## config.mk

```make
export PLATFORM = sky130hd
export DESIGN_NAME = pci_irq_router
export DESIGN_NICKNAME = d
export VERILOG_FILES = /design/src/rtl/pci_irq_router_pkg.sv /design/src/rtl/pci_irq_slot_map.sv /design/src/rtl/pci_irq_router_dp.sv /design/src/rtl/pci_irq_router_ctrl.sv /design/src/rtl/pci_irq_router.sv
export SDC_FILE = /design/constraint.sdc
export NUM_CORES = 1
export LEC_CHECK = 0
export BUFFER_PORTS_ARGS = -buffer_cell sky130_fd_sc_hd__buf_4
export CORE_MARGIN = 3
export CORE_UTILIZATION = 47
export CTS_CLUSTER_DIAMETER = 100
export DETAILED_ROUTE_END_ITERATION = 6
export GPL_TIMING_DRIVEN = 0
export PLACE_DENSITY = 0.89
export SLEW_MARGIN = 25
export SYNTH_ARGS = -nofsm -noshare
export SYNTH_HDL_FRONTEND = slang
export SYNTH_HIERARCHICAL = 1
export SYNTH_SLANG_ARGS = --single-unit
```

## constraint.sdc

```tcl
create_clock -name clk -period 2.2 [get_ports clk]
set_input_delay 0.44 -clock clk [delete_from_list [all_inputs] [get_ports clk]]
set_output_delay 0.44 -clock clk [all_outputs]
set_load 0.05 [all_outputs]
```

## src/rtl/pci_irq_router_pkg.sv

```systemverilog
package pci_irq_router_pkg;

  // Strobes from the control unit to the datapath
  typedef struct packed {
    logic loadNum;    // capture the mapped number
    logic driveHigh;  // set the CPU line
    logic driveLow;   // clear the CPU line
  } irqCtrlStb_t;

  typedef enum logic {
    LINE_IDLE  = 1'b0,
    LINE_PULSE = 1'b1
  } lineState_t;

endpackage

```

## src/rtl/pci_irq_slot_map.sv

```systemverilog
module pci_irq_slot_map #(
  parameter int DEVFN_W   = 8,
  parameter int FUNC_W    = 3,
  parameter int PIN_W     = 2,
  parameter int NUM_W     = 8,
  parameter int IRQ_BASE  = 32,
  parameter int ROT_SLOT  = 5,
  parameter int FIX_SLOT_A = 6,
  parameter int FIX_LINE_A = 4,
  parameter int FIX_SLOT_B = 7,
  parameter int FIX_LINE_B = 5,
  parameter int EXP_FIRST = 8,
  parameter int EXP_LAST  = 12,
  parameter int EXP_LINE  = 6
) (
  input  logic [DEVFN_W-1:0] devFunc,
  input  logic [PIN_W-1:0]   intPin,
  output logic [NUM_W-1:0]   mappedNum
);

  localparam int SLOT_W = DEVFN_W - FUNC_W;

  logic [SLOT_W-1:0] slot;
  logic              unusedFunc;
  logic [NUM_W-1:0]  pinExt;
  logic [NUM_W-1:0]  rotPin;

  assign slot       = devFunc[DEVFN_W-1:FUNC_W];
  assign unusedFunc = ^devFunc[FUNC_W-1:0];
  assign pinExt     = NUM_W'(intPin);
  assign rotPin     = NUM_W'(intPin[1:0]);   // pin modulo four

  always_comb begin
    mappedNum = pinExt;  // unknown slots pass through
    if (slot == SLOT_W'(ROT_SLOT)) begin
      mappedNum = NUM_W'(IRQ_BASE) + rotPin;
    end else if (slot == SLOT_W'(FIX_SLOT_A)) begin
      mappedNum = NUM_W'(IRQ_BASE + FIX_LINE_A);
    end else if (slot == SLOT_W'(FIX_SLOT_B)) begin
      mappedNum = NUM_W'(IRQ_BASE + FIX_LINE_B);
    end else if ((slot >= SLOT_W'(EXP_FIRST)) && (slot <= SLOT_W'(EXP_LAST))) begin
      mappedNum = NUM_W'(IRQ_BASE + EXP_LINE) + NUM_W'(slot)
                - NUM_W'(EXP_FIRST) + pinExt;
    end
  end

endmodule

```

## src/rtl/pci_irq_router_dp.sv

```systemverilog
module pci_irq_router_dp
  import pci_irq_router_pkg::*;
#(
  parameter int DEVFN_W  = 8,
  parameter int PIN_W    = 2,
  parameter int NUM_W    = 8,
  parameter int CFG_W    = 32,
  parameter int IRQ_BASE = 32
) (
  input  logic               clk,
  input  logic               rst_n,
  input  logic [DEVFN_W-1:0] devFunc,
  input  logic [PIN_W-1:0]   intPin,
  input  logic [CFG_W-1:0]   edgeMask,
  input  logic [CFG_W-1:0]   polMask,
  input  irqCtrlStb_t        stb,
  output logic               inRange,
  output logic               edgeBit,
  output logic               polBit,
  output logic [NUM_W-1:0]   irqNum,
  output logic               cpuIrq
);

  localparam int IDX_W = $clog2(CFG_W);

  logic [NUM_W-1:0] mappedNum;
  logic [NUM_W-1:0] idxFull;
  logic [IDX_W-1:0] idx;

  pci_irq_slot_map #(
    .DEVFN_W (DEVFN_W),
    .PIN_W   (PIN_W),
    .NUM_W   (NUM_W),
    .IRQ_BASE(IRQ_BASE)
  ) u_map (
    .devFunc  (devFunc),
    .intPin   (intPin),
    .mappedNum(mappedNum)
  );

  // Internal index relative to the base, with a range check on both sides
  assign idxFull = mappedNum - NUM_W'(IRQ_BASE);
  assign idx     = idxFull[IDX_W-1:0];
  assign inRange = (mappedNum >= NUM_W'(IRQ_BASE)) && (idxFull < NUM_W'(CFG_W));
  assign edgeBit = inRange & edgeMask[idx];
  assign polBit  = inRange & polMask[idx];

  always_ff @(posedge clk or negedge rst_n) begin
    if (!rst_n) begin
      irqNum <= '0;
      cpuIrq <= 1'b0;
    end else begin
      if (stb.loadNum) irqNum <= mappedNum;
      if (stb.driveHigh)     cpuIrq <= 1'b1;
      else if (stb.driveLow) cpuIrq <= 1'b0;
    end
  end

endmodule

```

## src/rtl/pci_irq_router_ctrl.sv

```systemverilog
module pci_irq_router_ctrl
  import pci_irq_router_pkg::*;
(
  input  logic        clk,
  input  logic        rst_n,
  input  logic        intStb,
  input  logic        inRange,
  input  logic        edgeBit,
  input  logic        polBit,
  output irqCtrlStb_t stb,
  output logic        pulseActive
);

  lineState_t state, stateNxt;

  always_comb begin
    stb      = '0;
    stateNxt = LINE_IDLE;
    stb.loadNum = intStb;
    if (intStb && inRange) begin
      if (edgeBit) begin
        stb.driveHigh = 1'b1;
        stateNxt      = LINE_PULSE;
      end else if (polBit) begin
        stb.driveHigh = 1'b1;
      end else begin
        stb.driveLow = 1'b1;
      end
    end else if (state == LINE_PULSE) begin
      stb.driveLow = 1'b1;   // pulse ends even under an ignored request
    end
  end

  always_ff @(posedge clk or negedge rst_n) begin
    if (!rst_n) state <= LINE_IDLE;
    else        state <= stateNxt;
  end

  assign pulseActive = (state == LINE_PULSE);

endmodule

```

## src/rtl/pci_irq_router.sv

```systemverilog
module pci_irq_router
  import pci_irq_router_pkg::*;
#(
  parameter int DEVFN_W  = 8,
  parameter int PIN_W    = 2,
  parameter int NUM_W    = 8,
  parameter int CFG_W    = 32,
  parameter int IRQ_BASE = 32
) (
  input  logic               clk,
  input  logic               rst_n,
  input  logic [DEVFN_W-1:0] devFunc,
  input  logic [PIN_W-1:0]   intPin,
  input  logic               intStb,
  input  logic [CFG_W-1:0]   edgeMask,
  input  logic [CFG_W-1:0]   polMask,
  output logic [NUM_W-1:0]   irqNum,
  output logic               cpuIrq
);

  irqCtrlStb_t stb;
  logic        inRange;
  logic        edgeBit;
  logic        polBit;
  logic        pulseActive;

  pci_irq_router_ctrl u_ctrl (
    .clk        (clk),
    .rst_n      (rst_n),
    .intStb     (intStb),
    .inRange    (inRange),
    .edgeBit    (edgeBit),
    .polBit     (polBit),
    .stb        (stb),
    .pulseActive(pulseActive)
  );

  pci_irq_router_dp #(
    .DEVFN_W (DEVFN_W),
    .PIN_W   (PIN_W),
    .NUM_W   (NUM_W),
    .CFG_W   (CFG_W),
    .IRQ_BASE(IRQ_BASE)
  ) u_dp (
    .clk     (clk),
    .rst_n   (rst_n),
    .devFunc (devFunc),
    .intPin  (intPin),
    .edgeMask(edgeMask),
    .polMask (polMask),
    .stb     (stb),
    .inRange (inRange),
    .edgeBit (edgeBit),
    .polBit  (polBit),
    .irqNum  (irqNum),
    .cpuIrq  (cpuIrq)
  );

endmodule

```

==> impl_metrics.json <==
{
  "status": "finished with violations",
  "violations": "negative setup slack",
  "required_ns": 2.36,
  "grt_max_degree": 11,
  "syn2layout_area_growth_pct": 66.4,
  "start_util_pct": 52.5,
  "wl_met2_um": 2560,
  "crit_slowest_cell": "mux4_2",
  "synth.net_count": 208,
  "hpwl_um": 3390,
  "cts_tree": "built",
  "reg2reg_from": "u_ctrl/pulseActive",
  "slowest_delay_ns": 0.50,
  "finalClockSkew_ns": 0.000188,
  "crit_path_max_fanout": 5,
  "async_flop_share_pct": 100,
  "cts-root-buf": "clkbuf_4",
  "ys_seq_area_share_pct": 18.2,
  "timing.fmax_mhz": 304,
  "gp_congestion": 0.877,
  "post-synth-top-area-fraction_pct": 18.2,
  "hold_path_class": "in2reg",
  "drt_iter0_drc": 112,
  "path_class": "in2reg",
  "finalCritPeriodShare_pct": 150,
  "seqCellArea_sq_um": 250,
  "hold_viol": 0,
  "power_uw": 1010,
  "vdd_drop_max_uv": 702,
  "r2r_setup_slack_ns": 1.37,
  "final_cells": 247,
  "portBuffers": 82,
  "nets": 306,
  "maxCapViolCount": 0,
  "ctsHtreeMaxLevel": 1,
  "dr_wl_met3_um": 546,
  "antennaDiodeCount": 0,
  "drv_slew": 0,
  "die_height_um": 60.0,
  "cp.arrival_ns": 3.45,
  "fin_ws_ns": -1.09,
  "cp-startpoint": "devFunc[5]",
  "path_cells": "buf_8 > ha_4 > or3b_1 > a311o_2 > nor2b_2 > mux2i_1 > buf_6 > buf_12 > mux4_2 > mux2i_1 > nand3b_1 > and3_4 > nor2_4 > mux2_4 > inv_2 > a21o_1",
  "setup_violations": 3,
  "ant_nets": 0,
  "yosys.cell_count.top_type": "inv_1",
  "rows": 18,
  "die_w_um": 60.0,
  "met1_length_um": 1800,
  "worstSetupStartpointType": "input pin",
  "cp-end-kind": "register",
  "period_needed_ns": 3.29,
  "powerDensity_nw_per_um2": 443,
  "clock_latency_ns": 0.26,
  "synth_common_cells": "11 x inv_1, 10 x dfrtp_1, 10 x ha_1, 10 x mux2i_1, 9 x mux4_2",
  "synth.distinct_cells": 38,
  "yosysWarnings": 6,
  "rsz0062_at_grt": "true",
  "cts.sinks": 10,
  "ios": 86,
  "final_util_pct": 87.4,
  "cts_buffers": 3,
  "syn_area_per_cell_sq_um": 11.4,
  "grt_pass1_vias": 1627,
  "leakage_uw": 0.00114,
  "post-place-cells": 232,
  "min_from": "intStb",
  "routed_wl_um": 5130,
  "synth_top_cell_by_area": "dfrtp_1",
  "clk_pin_slew_ns": 0.07,
  "synth_edf_count": 0,
  "coreArea_sq_um": 2610,
  "drive_gt1_share_pct": 65.0,
  "route.detailed.drc": 0,
  "wl_per_cell_um": 20.8,
  "dieArea_sq_um": 3600,
  "ys_seq_elements": 10,
  "syn_area_sq_um": 1370,
  "top_layer": "met4",
  "yosys-top-cells-area": "dfrtp_1 18%, mux4_2 15%, mux4_1 13%, ha_1 9.1%, mux2i_1 7.3%",
  "track_usage_pct": 28.1,
  "synth_cells": 120,
  "multi_input_area_sq_um": 1110,
  "synth_top_flop_cell": "dfrtp_1",
  "grt_pass1_wl_um": 7450,
  "vias": 1509,
  "grt.overflow.total": 0,
  "via_per_inst": 6.11,
  "cp_common_cell": "mux2i_1",
  "dr.pass1.iters": 4,
  "clockBufferDepth": 2,
  "nFillCells": 131,
  "antenna_found_initial": 0
}
-- power by group --
| part | total, uW | leakage, uW | internal (uW) | switching [uW] |
|---|---|---|---|---|
| registers | 217 | 0.000129 | 205 | 11.9 |
| clock network | 166 | 0.0000210 | 100 | 65.3 |
| logic | 630 | 0.000994 | 331 | 298 |
-- cells by family (layout without fill, tap and decap cells) --
| group | count (synthesis) | after routing | synth area share (%) |
|---|---|---|---|
| buffers and inverters | 18 | 115 | 7.21 |
| xor gates and xnor gates | 3 | 3 | 1.92 |
| DFF | 10 | 10 | 18.2 |
| and+or+nand+nor | 27 | 27 | 11.4 |
| other | 1 | 1 | 0.273 |
| AOI/OAI and AO/OA | 15 | 15 | 7.21 |
| adders and majority gates | 11 | 11 | 10.6 |
| muxes | 35 | 35 | 43.2 |
-- worst paths after layout --
kind / end / cells after the start
hold reg to reg: u_dp/irqNum[1] / 1
max in group asynchronous: u_dp/irqNum[3] / 2
setup reg to reg: u_dp/cpuIrq / 3
hold / removal: u_ctrl/pulseActive / 2
setup / recovery: u_dp/cpuIrq / 16
min in group asynchronous: u_dp/cpuIrq / 2
-- state kept, by name, indices dropped and copies added, names as in the netlist --
signal / flops
u_dp/irqNum: 8
u_ctrl/pulseActive: 1
u_dp/cpuIrq: 1
-- layout make-up --
class	count	share of cell area (%)
Tap cell	30	1.64
Timing Repair Buffer	93	32.1
Sequential cell	10	11.0
Multi-Input combinational cell	92	48.7
Inverter	11	1.81
Buffer	7	3.18
Clock buffer	4	1.59
-- through the flow --
stage	setup TNS [ns]	hold WS (ns)	worst slack, ns	instance area, sq um
floorplan	-1.80	0.144	-1.03	1390
global placement	-3.40	0.269	-1.43	2040
detailed placement	-3.83	0.277	-1.52	2040
CTS	-1.96	0.474	-1.05	2240
global route	-2.20	0.475	-1.13	2280
finish	-2.07	0.475	-1.09	2280
-- timing repair --
| item | 4_1_cts | 5_1_grt |
|---|---|---|
| endpoints found under the hold margin | 10 | 0 |
| gates resized for setup | 16 | 10 |
| endpoints found under the setup margin | 4 | 6 |
| pin swaps | 2 | 4 |
| hold buffers | 1 | 0 |
| buffers inserted | 9 | 1 |
-- layout by cell type, fill, tap and decap left out, types with 2 or more instances in the layout --
master    netlist  final
buf_12          0      2
a22oi_1         3      2
o21ai_2         0      2
ha_1           10      9
mux4_2          9      9
inv_1          11     10
buf_8           0      2
nand3_1         3      3
buf_4           2     90
mux2i_1        10      9
nor2_2          3      3
nand3b_1        2      2
and3_4          0      3
dfrtp_1        10     10
clkbuf_4        0      3
xnor2_1         2      2
mux2_2          8      8
a21oi_1         3      2
nor2_1          4      3
nand2_1         6      5
a31oi_1         2      2
buf_6           3      4
mux4_1          7      7
-- critical path, delay by kind of cell --
| kind | cells | cell delay (ns) |
|---|---|---|
| simple gates | 5 | 0.92 |
| compound gates | 2 | 0.54 |
| mux | 4 | 1.03 |
| buf+inv | 4 | 0.39 |
| fa+ha+maj | 1 | 0.11 |
-- layer usage --
metal | track usage, % | up-vias
li1 | - | 659
met1 | 30.6 | 714
met2 | 52.0 | 112
met3 | 4.75 | 24
met4 | 13.0 | 0
met5 | 0 | -
Note: power is estimated with default switching activity, not from simulation.
